<file path="src/rtl/dram_sd_pkg.sv">
package dram_sd_pkg;
  typedef enum logic [1:0] {
    KIND_NONE   = 2'd0,
    KIND_ACCESS = 2'd1,
    KIND_ROR    = 2'd2,
    KIND_CBR    = 2'd3
  } cyc_kind_e;
endpackage

</file>
<file path="src/rtl/dram_sd_edge.sv">
module dram_sd_edge #(
  parameter int W = 4
) (
  input  logic         clk_i,
  input  logic         rst_ni,
  input  logic [W-1:0] sig_i,
  output logic [W-1:0] q_o,
  output logic [W-1:0] fall_o
);
  always_ff @(posedge clk_i or negedge rst_ni) begin
    if (!rst_ni) q_o <= '1;
    else         q_o <= sig_i;
  end
  assign fall_o = q_o & ~sig_i;
endmodule

</file>
<file path="src/rtl/dram_sd_refctr.sv">
module dram_sd_refctr #(
  parameter int W = 10
) (
  input  logic         clk_i,
  input  logic         rst_ni,
  input  logic         inc_i,
  output logic [W-1:0] cnt_o
);
  always_ff @(posedge clk_i or negedge rst_ni) begin
    if (!rst_ni)    cnt_o <= '0;
    else if (inc_i) cnt_o <= cnt_o + 1'b1;
  end
endmodule

</file>
<file path="src/rtl/dram_sd_array.sv">
module dram_sd_array #(
  parameter int AW     = 6,
  parameter int LANES  = 2,
  parameter int BYTE_W = 8
) (
  input  logic                    clk_i,
  input  logic [AW-1:0]           addr_i,
  input  logic [LANES-1:0]        wr_be_i,
  input  logic [LANES*BYTE_W-1:0] wdata_i,
  output logic [LANES*BYTE_W-1:0] rdata_o
);
  localparam int DEPTH = 1 << AW;

  for (genvar l = 0; l < LANES; l++) begin : g_lane
    logic [BYTE_W-1:0] mem [DEPTH];
    always_ff @(posedge clk_i) begin
      if (wr_be_i[l]) mem[addr_i] <= wdata_i[l*BYTE_W +: BYTE_W];
    end
    assign rdata_o[l*BYTE_W +: BYTE_W] = mem[addr_i];
  end
endmodule

</file>
<file path="src/rtl/dram_strobe_dec.sv">
module dram_strobe_dec
  import dram_sd_pkg::*;
#(
  parameter int ADDR_W    = 10,
  parameter int BYTE_W    = 8,
  parameter int ARR_ROW_W = 3,
  parameter int ARR_COL_W = 3
) (
  input  logic                  clk_i,
  input  logic                  rst_ni,
  input  logic                  ras_n_i,
  input  logic                  lcas_n_i,
  input  logic                  ucas_n_i,
  input  logic                  we_n_i,
  input  logic                  oe_n_i,
  input  logic [ADDR_W-1:0]     addr_i,
  input  logic [2*BYTE_W-1:0]   dq_i,
  output logic [2*BYTE_W-1:0]   dq_o,
  output logic [1:0]            dq_oe_o,
  output logic [1:0]            wr_be_o,
  output logic [ADDR_W-1:0]     row_o,
  output logic [ADDR_W-1:0]     ref_row_o,
  output logic                  cyc_done_o,
  output logic [1:0]            cyc_kind_o
);
  localparam int LANES  = 2;
  localparam int ARR_AW = ARR_ROW_W + ARR_COL_W;
  localparam int STB_W  = LANES + 2;
  localparam int RAS_B  = LANES;
  localparam int WE_B   = LANES + 1;

  logic [LANES-1:0] cas_lo, cas_lo_q;
  logic [STB_W-1:0] stb_q, stb_fall;
  logic ras_fall, ras_rise, we_fall, ras_lo, any_cas_lo, cas_idle_q;
  logic cbr_start, row_start, col_track, first_fall, ew_now;
  logic row_act_q, cbr_q, cas_seen_q, ew_q, done_q;
  cyc_kind_e kind_q;
  logic [ADDR_W-1:0]    row_q, ref_cnt;
  logic [ARR_COL_W-1:0] col_q, col_eff;
  logic [LANES-1:0]     lane_wr, lane_oe;

  assign cas_lo = ~{ucas_n_i, lcas_n_i};

  dram_sd_edge #(.W(STB_W)) u_edge (
    .clk_i  (clk_i),
    .rst_ni (rst_ni),
    .sig_i  ({we_n_i, ras_n_i, ucas_n_i, lcas_n_i}),
    .q_o    (stb_q),
    .fall_o (stb_fall)
  );

  assign cas_lo_q   = ~stb_q[LANES-1:0];
  assign ras_fall   = stb_fall[RAS_B];
  assign ras_rise   = ~stb_q[RAS_B] & ras_n_i;
  assign we_fall    = stb_fall[WE_B];
  assign ras_lo     = ~ras_n_i;
  assign any_cas_lo = |cas_lo;
  assign cas_idle_q = ~|cas_lo_q;

  // strobe order at the row edge picks the refresh source
  assign cbr_start  = ras_fall & any_cas_lo;
  assign row_start  = ras_fall & ~any_cas_lo;
  // column latch transparent until the first column strobe fall
  assign col_track  = row_act_q & ras_lo & cas_idle_q;
  assign first_fall = col_track & any_cas_lo;
  assign col_eff    = col_track ? addr_i[ARR_COL_W-1:0] : col_q;
  assign ew_now     = ew_q | (first_fall & ~we_n_i);

  always_ff @(posedge clk_i or negedge rst_ni) begin
    if (!rst_ni) begin
      row_act_q  <= 1'b0;
      cbr_q      <= 1'b0;
      cas_seen_q <= 1'b0;
      ew_q       <= 1'b0;
      row_q      <= '0;
      col_q      <= '0;
      done_q     <= 1'b0;
      kind_q     <= KIND_NONE;
    end else begin
      if (ras_rise) begin
        row_act_q <= 1'b0;
        cbr_q     <= 1'b0;
      end else begin
        if (row_start) row_act_q <= 1'b1;
        if (cbr_start) cbr_q     <= 1'b1;
      end
      if (ras_fall) row_q <= cbr_start ? ref_cnt : addr_i;
      if (row_start || col_track) col_q <= addr_i[ARR_COL_W-1:0];
      if (ras_fall)        cas_seen_q <= 1'b0;
      else if (first_fall) cas_seen_q <= 1'b1;
      if (ras_n_i || !any_cas_lo)      ew_q <= 1'b0;
      else if (first_fall && !we_n_i)  ew_q <= 1'b1;
      done_q <= ras_rise;
      if (ras_rise) kind_q <= cbr_q ? KIND_CBR : (cas_seen_q ? KIND_ACCESS : KIND_ROR);
    end
  end

  dram_sd_refctr #(.W(ADDR_W)) u_ref (
    .clk_i  (clk_i),
    .rst_ni (rst_ni),
    .inc_i  (cbr_start),
    .cnt_o  (ref_cnt)
  );

  for (genvar l = 0; l < LANES; l++) begin : g_lane
    assign lane_wr[l] = row_act_q & ras_lo & cas_lo[l] & ~we_n_i & (stb_fall[l] | we_fall);
    assign lane_oe[l] = row_act_q & ras_lo & cas_lo[l] & ~oe_n_i & ~ew_now;
  end

  dram_sd_array #(.AW(ARR_AW), .LANES(LANES), .BYTE_W(BYTE_W)) u_arr (
    .clk_i   (clk_i),
    .addr_i  ({row_q[ARR_ROW_W-1:0], col_eff}),
    .wr_be_i (lane_wr),
    .wdata_i (dq_i),
    .rdata_o (dq_o)
  );

  assign wr_be_o    = lane_wr;
  assign dq_oe_o    = lane_oe;
  assign row_o      = row_q;
  assign ref_row_o  = ref_cnt;
  assign cyc_done_o = done_q;
  assign cyc_kind_o = kind_q;
endmodule

</file>
<file path="config.mk">
export PLATFORM = sky130hd
export DESIGN_NAME = dram_strobe_dec
export DESIGN_NICKNAME = d
export VERILOG_FILES = /design/src/rtl/dram_sd_pkg.sv /design/src/rtl/dram_sd_edge.sv /design/src/rtl/dram_sd_refctr.sv /design/src/rtl/dram_sd_array.sv /design/src/rtl/dram_strobe_dec.sv
export SDC_FILE = /design/constraint.sdc
export NUM_CORES = 1
export LEC_CHECK = 0
export ABC_AREA = 1
export ABC_CLOCK_PERIOD_IN_PS = 2990
export BUFFER_PORTS_ARGS = -buffer_cell sky130_fd_sc_hd__buf_2
export CORE_MARGIN = 3
export CORE_UTILIZATION = 55
export CTS_CLUSTER_DIAMETER = 30
export DETAILED_ROUTE_END_ITERATION = 6
export PLACE_DENSITY_LB_ADDON = 0.08
export SKIP_CTS_REPAIR_TIMING = 1
export SLEW_MARGIN = 40
export SYNTH_ARGS = -nofsm -noshare
export SYNTH_HDL_FRONTEND = slang
export SYNTH_SLANG_ARGS = --single-unit
</file>
<file path="constraint.sdc">
create_clock -name clk_i -period 2.99 [get_ports clk_i]
set_input_delay 0.299 -clock clk_i [delete_from_list [all_inputs] [get_ports clk_i]]
set_output_delay 0.299 -clock clk_i [all_outputs]
set_load 0.01 [all_outputs]
</file>
==> results of run 1 <==
report_power, final:
group          leakage [nW]  switching [mW]  total [mW]  internal [mW]
sequential             9.62           0.111        16.5           16.4
clock                  3.25            7.83        22.2           14.4
combinational          12.0            7.29        11.2           3.91
total                  24.9            15.2        49.9           34.7
sequential cells by signal (all words and copies together), names as in the netlist, 2 cells and up:
name,flops
row_o,10
u_arr.g_lane.mem,1024
cyc_kind_o,2
col_q,3
u_edge.q_o,4
u_ref.cnt_o,10
worst max-delay path, stage by stage, from the launching register on:
cell	delay, ns
dfstp_2	0.53
nand2_2	0.07
inv_2	0.06
buf_6	0.13
nand2_8	0.10
nand2_8	0.19
nand2_8	0.14
buf_12	0.20
nand2_1	0.08
nand2_1	0.06
nand2_1	0.08
nand2_1	0.08
nand2_1	0.06
nand2_1	0.05
nand2_1	0.08
nand2_1	0.13
nor2_1	0.15
buf_4	0.18
nand2_4	0.08
buf_2	0.15
layout by cell type, fill, tap and decap left out, types with 14 or more instances in the layout:
cell type	count
buf_6	30
dfrtp_1	30
nor2_2	17
clkinvlp_4	27
buf_4	277
nor3_1	127
buf_16	14
edfxtp_1	1024
buf_2	62
dlygate4sd3_1	15
nor2_1	21
clkinv_4	17
clkbuf_16	230
inv_1	60
clkbuf_1	19
clkinv_2	30
inv_6	21
clkinv_1	25
nand2_1	2541
bufinv_16	22
buf_12	58
nand3_1	282
nand2_2	84
Yosys cell counts (2+ instances only):
library cell,n
nor3_1,131
xor2_1,8
buf_4,19
inv_2,7
nand3_1,282
o221ai_1,3
o211ai_1,5
nand2_4,3
nand2_1,2621
nor2_1,44
nor3_2,8
nor2_4,4
o21ai_0,3
clkbuf_1,64
nor4_1,3
o21ai_1,5
nand2_2,15
a21oi_1,3
inv_1,60
dfrtp_1,30
buf_2,168
edfxtp_1,1024
buf_1,9
dfstp_2,4
o22ai_1,2
metal layers:
| layer | vias to the layer above | part of all wire, % | track usage, % | wire [um] |
|---|---|---|---|---|
| li1 | 16000 | - | - | - |
| met1 | 16500 | 41 | 42.2 | 55600 |
| met2 | 1840 | 46 | 46.5 | 62600 |
| met3 | 266 | 10 | 6.25 | 14100 |
| met4 | 2 | 3.1 | 10.6 | 4170 |
| met5 | - | 0.0088 | 0 | 12 |
cells by family after synthesis:
| kind of cell | synth area share (%) |
|---|---|
| buffers and inverters | 3.31 |
| AOI/OAI and AO/OA | 0.339 |
| and+or+nand+nor | 27.1 |
| adders and majority gates | 0.0273 |
| DFF | 69.1 |
| xor gates and xnor gates | 0.172 |
per-stage QoR:
step / utilization (%) / TNS [ns] / instances
global placement: 60.3 / -0.278 / 5755
floorplan: - / 0 / 4536
global route: 70.9 / -17.58 / 6213
finish: 70.9 / -11.37 / 6214
detailed placement: 60.3 / -0.365 / 5755
CTS: 68.6 / -13.86 / 6129
path summary, 6_finish.rpt:
check / end / cells after the start
hold reg to reg: u_ref.cnt_o[2] / 1
setup / recovery: dq_o[13] / 19
max in group asynchronous: u_edge.q_o[1] / 2
setup reg to reg: u_arr.g_lane[1].mem[46][4] / 14
min in group clk_i: u_arr.g_lane[0].mem[5][1] / 1
hold / removal: row_o[7] / 2
area by class of cell:
type | count | share of cell area, %
well taps | 1070 | 2.30
flip-flops and latches | 1058 | 54.2
diodes | 3 | 0.0129
clock inverters | 152 | 2.82
repair buffers | 488 | 8.89
multi-input cells | 3153 | 22.5
inverters | 68 | 0.438
clock buffers | 222 | 8.81
==> impl_metrics.yaml, run 1 <==
critical_path:
  r2r-start: "u_edge.q_o[1]"
  rrSetupSlack_ns: -0.04
  path_max_fanout: 34
  crit_required_ns: 2.69
  cp-start-kind: "flip-flop"
  crit_type: "flip-flop to primary output"
  crit_start: "u_edge.q_o[1]"
  crit_arrival_ns: 3.39
  crit_path_end_kind: "primary output"
status:
  violations: "negative setup slack"
  status: "finished, violations left"
cts:
  cts_tree: "built"
  clockBufferDepth: 3
  cts-root-buf: "clkbuf_16"
  clk_latency_ns: 0.78
  cts_buffers: 198
  cts_sinks: 1058
  htreeDepth: 4
  clk_pin_slew_ns: 0.06
pwr:
  powerDensity_nw_per_um2: 856
  power.leakage_nw: 24.9
  fin_total_pwr_mw: 49.9
  ir_worst_vdd_mv: 0.612
sta:
  finalSetupViolCount: 51
  fin_worst_skew_ns: 0.0418
  rsz0062_at_grt: "true"
  slew_headroom_pct: 42.6
  drv_slew: 0
  worst_slew_pin_slew_ns: 0.856
  fmax_ghz: 0.271
  fin_ws_ns: -0.701
  hold_violations: 0
  hold_slack_ns: 0.0209
  timing.final.crit_share_pct: 123
  period_needed_ns: 3.69
routing:
  drtAntennaViolNets: 0
  viasPerCell: 5.56
  vias: 34500
  drt_iter0_drc: 3598
  drt_pre_antenna_iters: 6
  wire_per_inst_um: 22.0
  routed_wl_mm: 136
  drc_errors: 0
synth:
  ys_top_cells_by_area: "edfxtp_1 (67%), nand2_1 (21%), nand3_1 (3.1%)"
  synth_cell_types: 36
  yosys.area.top_type_share_pct: 67.2
  avgSynthCellArea_um2: 10.1
  yosys_register_bits: 1058
  synth.cell_area_um2: 45800
  ys_warn_count: 0
  synth_top_area_cell: "edfxtp_1"
  synth_seq_area_share_pct: 69.1
  syn_nets: 4570
  async_reset_ff_share_pct: 3.21
  synth_cells: 4536
  synth_ff_type: "edfxtp_1"
  synth_edf_count: 1024
global_route:
  antenna_found_initial: 8
  track_usage_pct: 29.9
  grt.overflow.total: 0
  grt_pass1_vias: 32700
  grt_pass1_wl_mm: 195
  grt_max_degree: 89
final_layout:
  final_area_um2: 58300
  areaGrowthSynthToFinish_pct: 27.4
  fillers: 5822
  ff_latch_area_um2: 31600
  multi_input_area_um2: 13100
  drive_gt1_share_pct: 18.7
  final_nets: 5001
placed_design:
  place_hpwl_mm: 76.2
  port_buffers: 75
  placed_area_um2: 49600
  gp_routability_congestion: 0.883
  dp_slack_ns: -0.0923
floorplanning:
  core_um2: 82200
  rows: 105
  die_width_um: 294
  pin_count: 76
  fp.dieH_um: 294
  die_area_um2: 86700
  start_util_pct: 55.6
flow_run:
  maxCapViolCount: 0
worst_hold_path:
  min_path_type: "primary input to async pin"
Power figures use the tool's default switching activity.
==> inputs of run 2 (changes only) <==
Settings changed: RECOVER_POWER set to 100.
==> impl_metrics.yaml, run 2 (synthesis results as in run 1) <==
status:
  status: "finished, violations left"
  violations: "max-capacitance violations, max-slew violations, negative setup slack"
final_layout:
  layout_commonest_cell: "nand2_1"
  areaGrowthSynthToFinish_pct: 27.0
  final_nets: 5001
  fin_cells: 6214
  regMostFlops: "u_arr.g_lane.mem"
  final_cell_mix: "nand2_1 (2541), edfxtp_1 (1024), nand3_1 (282)"
  largest_register_ffs: 1024
  drive_gt1_share_pct: 17.8
  final_util_pct: 70.7
sta:
  fmax_ghz: 0.271
  period_needed_ns: 3.69
  fin_worst_skew_ns: 0.0448
  finalSetupViolCount: 72
  hold_violations: 0
  tns_ns: -11.93
  slew_headroom_pct: -114
  drv_slew: 646
  hold_slack_ns: 0.0568
  timing.final.crit_share_pct: 124
  fin_ws_ns: -0.704
  rsz0062_at_grt: "true"
  worst_slew_pin_slew_ns: 3.21
cts:
  clk_pin_slew_ns: 0.06
  clockBufferDepth: 3
  cts_buffers: 198
  cts-root-buf: "clkbuf_16"
  cts_sinks: 1058
  clk_latency_ns: 0.78
  htreeDepth: 4
  cts_tree: "built"
floorplanning:
  start_util_pct: 55.6
  die_width_um: 294
  fp.dieH_um: 294
  pin_count: 76
  core_um2: 82200
  die_area_um2: 86700
  rows: 105
routing:
  drt_iter0_drc: 3574
  drt_pre_antenna_iters: 7
  drc_errors: 0
  drtAntennaViolNets: 0
  routed_wl_mm: 137
  vias: 34400
  wire_per_inst_um: 22.0
  viasPerCell: 5.54
global_route:
  grt_pass1_vias: 32700
  grt_pass1_wl_mm: 195
  grt_max_degree: 89
  antenna_found_initial: 7
  grt.overflow.total: 0
  track_usage_pct: 29.9
pwr:
  switching_share_pct: 30.5
  power.share.clock_pct: 44.5
  ir_worst_vdd_mv: 0.613
  p_int_mw: 34.7
  fin_total_pwr_mw: 49.9
  p_switching_mw: 15.2
  power.leakage_nw: 24.7
  seqPwrFrac_pct: 33.1
  powerDensity_nw_per_um2: 858
  combPwrFrac_pct: 22.4
critical_path:
  crit_chain: "nand2_2, inv_2, buf_6, nand2_8, nand2_8, nand2_8, buf_16, buf_16, buf_8, nand2_2, nand2_1, nand2_1, nand2_2, nand2_1, nand2_1, nand2_1, nand2_2, nor2_2, nand2_2, buf_6"
  cp.depth: 20
  crit_required_ns: 2.69
  crit_type: "flip-flop to primary output"
  cp_top_family: "simple AND/OR/NAND/NOR gates"
  cp-start-kind: "flip-flop"
  crit_arrival_ns: 3.40
  slowest_stage: "dfstp_2"
  crit_path_end_kind: "primary output"
  path_max_fanout: 7
  cpPeakStageDelay_ns: 0.54
  worst-path-buf-inv: 6
  r2r_cells: 14
placed_design:
  gp_routability_congestion: 0.883
  place_inst: 5755
  place_hpwl_mm: 76.2
  port_buffers: 75
worst_hold_path:
  min_path_type: "primary input to flip-flop"
  min_path_cells: 4
flow_run:
  maxCapViolCount: 17
==> run 2: worst paths after layout <==
path / endpoint / slack [ns] / from
max in group asynchronous: u_ref.cnt_o[0] / 1.33 / rst_ni
min in group asynchronous: row_o[7] / 0.58 / rst_ni
min: col_q[0] / 0.06 / addr_i[0]
max: dq_o[4] / -0.70 / u_edge.q_o[0]
min reg2reg: u_ref.cnt_o[2] / 0.49 / u_ref.cnt_o[2]
max reg2reg: u_arr.g_lane[1].mem[54][5] / -0.04 / u_edge.q_o[0]
==> run 2: area by class of cell <==
| type | instances | area, um^2 |
|---|---|---|
| Sequential cell | 1058 | 31600 |
| Multi-Input combinational cell | 3153 | 13100 |
| Fill cell | 5858 | 24100 |
| Tap cell | 1070 | 1340 |
| Antenna cell | 3 | 7.51 |
| Clock buffer | 222 | 5140 |
| Timing Repair Buffer | 488 | 4980 |
| Clock inverter | 152 | 1640 |
| Inverter | 68 | 255 |
==> run 2: per-layer routing <==
metal,GRT usage [%],vias up,wire (um)
met1,42.2,16400,55700
li1,-,15900,-
met2,46.5,1792,62800
met3,6.25,250,13900
met5,0,-,12
met4,10.6,2,4190
==> run 2: power by group through the flow <==
stage          Clock, mW  Sequential, mW  Combinational, mW
6_report            22.2            16.5               11.2
5_1_grt             23.2            16.5               12.0
4_1_cts             22.4            16.5               9.48
3_5_place_dp           0            16.8               9.41
3_3_place_gp           0            16.8               9.36
2_1_floorplan          0            16.8               5.32
==> run 2: per-stage QoR <==
step / worst slack, ns / cell area, um^2
4_1_cts: -0.954 / 56400
3_5_place_dp: -0.0923 / 49600
2_1_floorplan: 0.424 / 45800
6_report: -0.704 / 58100
5_1_grt: -0.840 / 58100
3_3_place_gp: -0.0818 / 49600
==> run 2: worst reg2reg max path, stage by stage (launching register included) <==
cell and delay, ns:
dfstp_2 0.54, nand2_2 0.07, inv_2 0.06, buf_6 0.13
nand2_8 0.10, nand2_1 0.17, nand2_8 0.13, buf_12 0.20
nor2_4 0.31, buf_12 0.15, buf_4 0.11, nand2_2 0.08
buf_4 0.26, nor3_1 0.19, buf_4 0.23
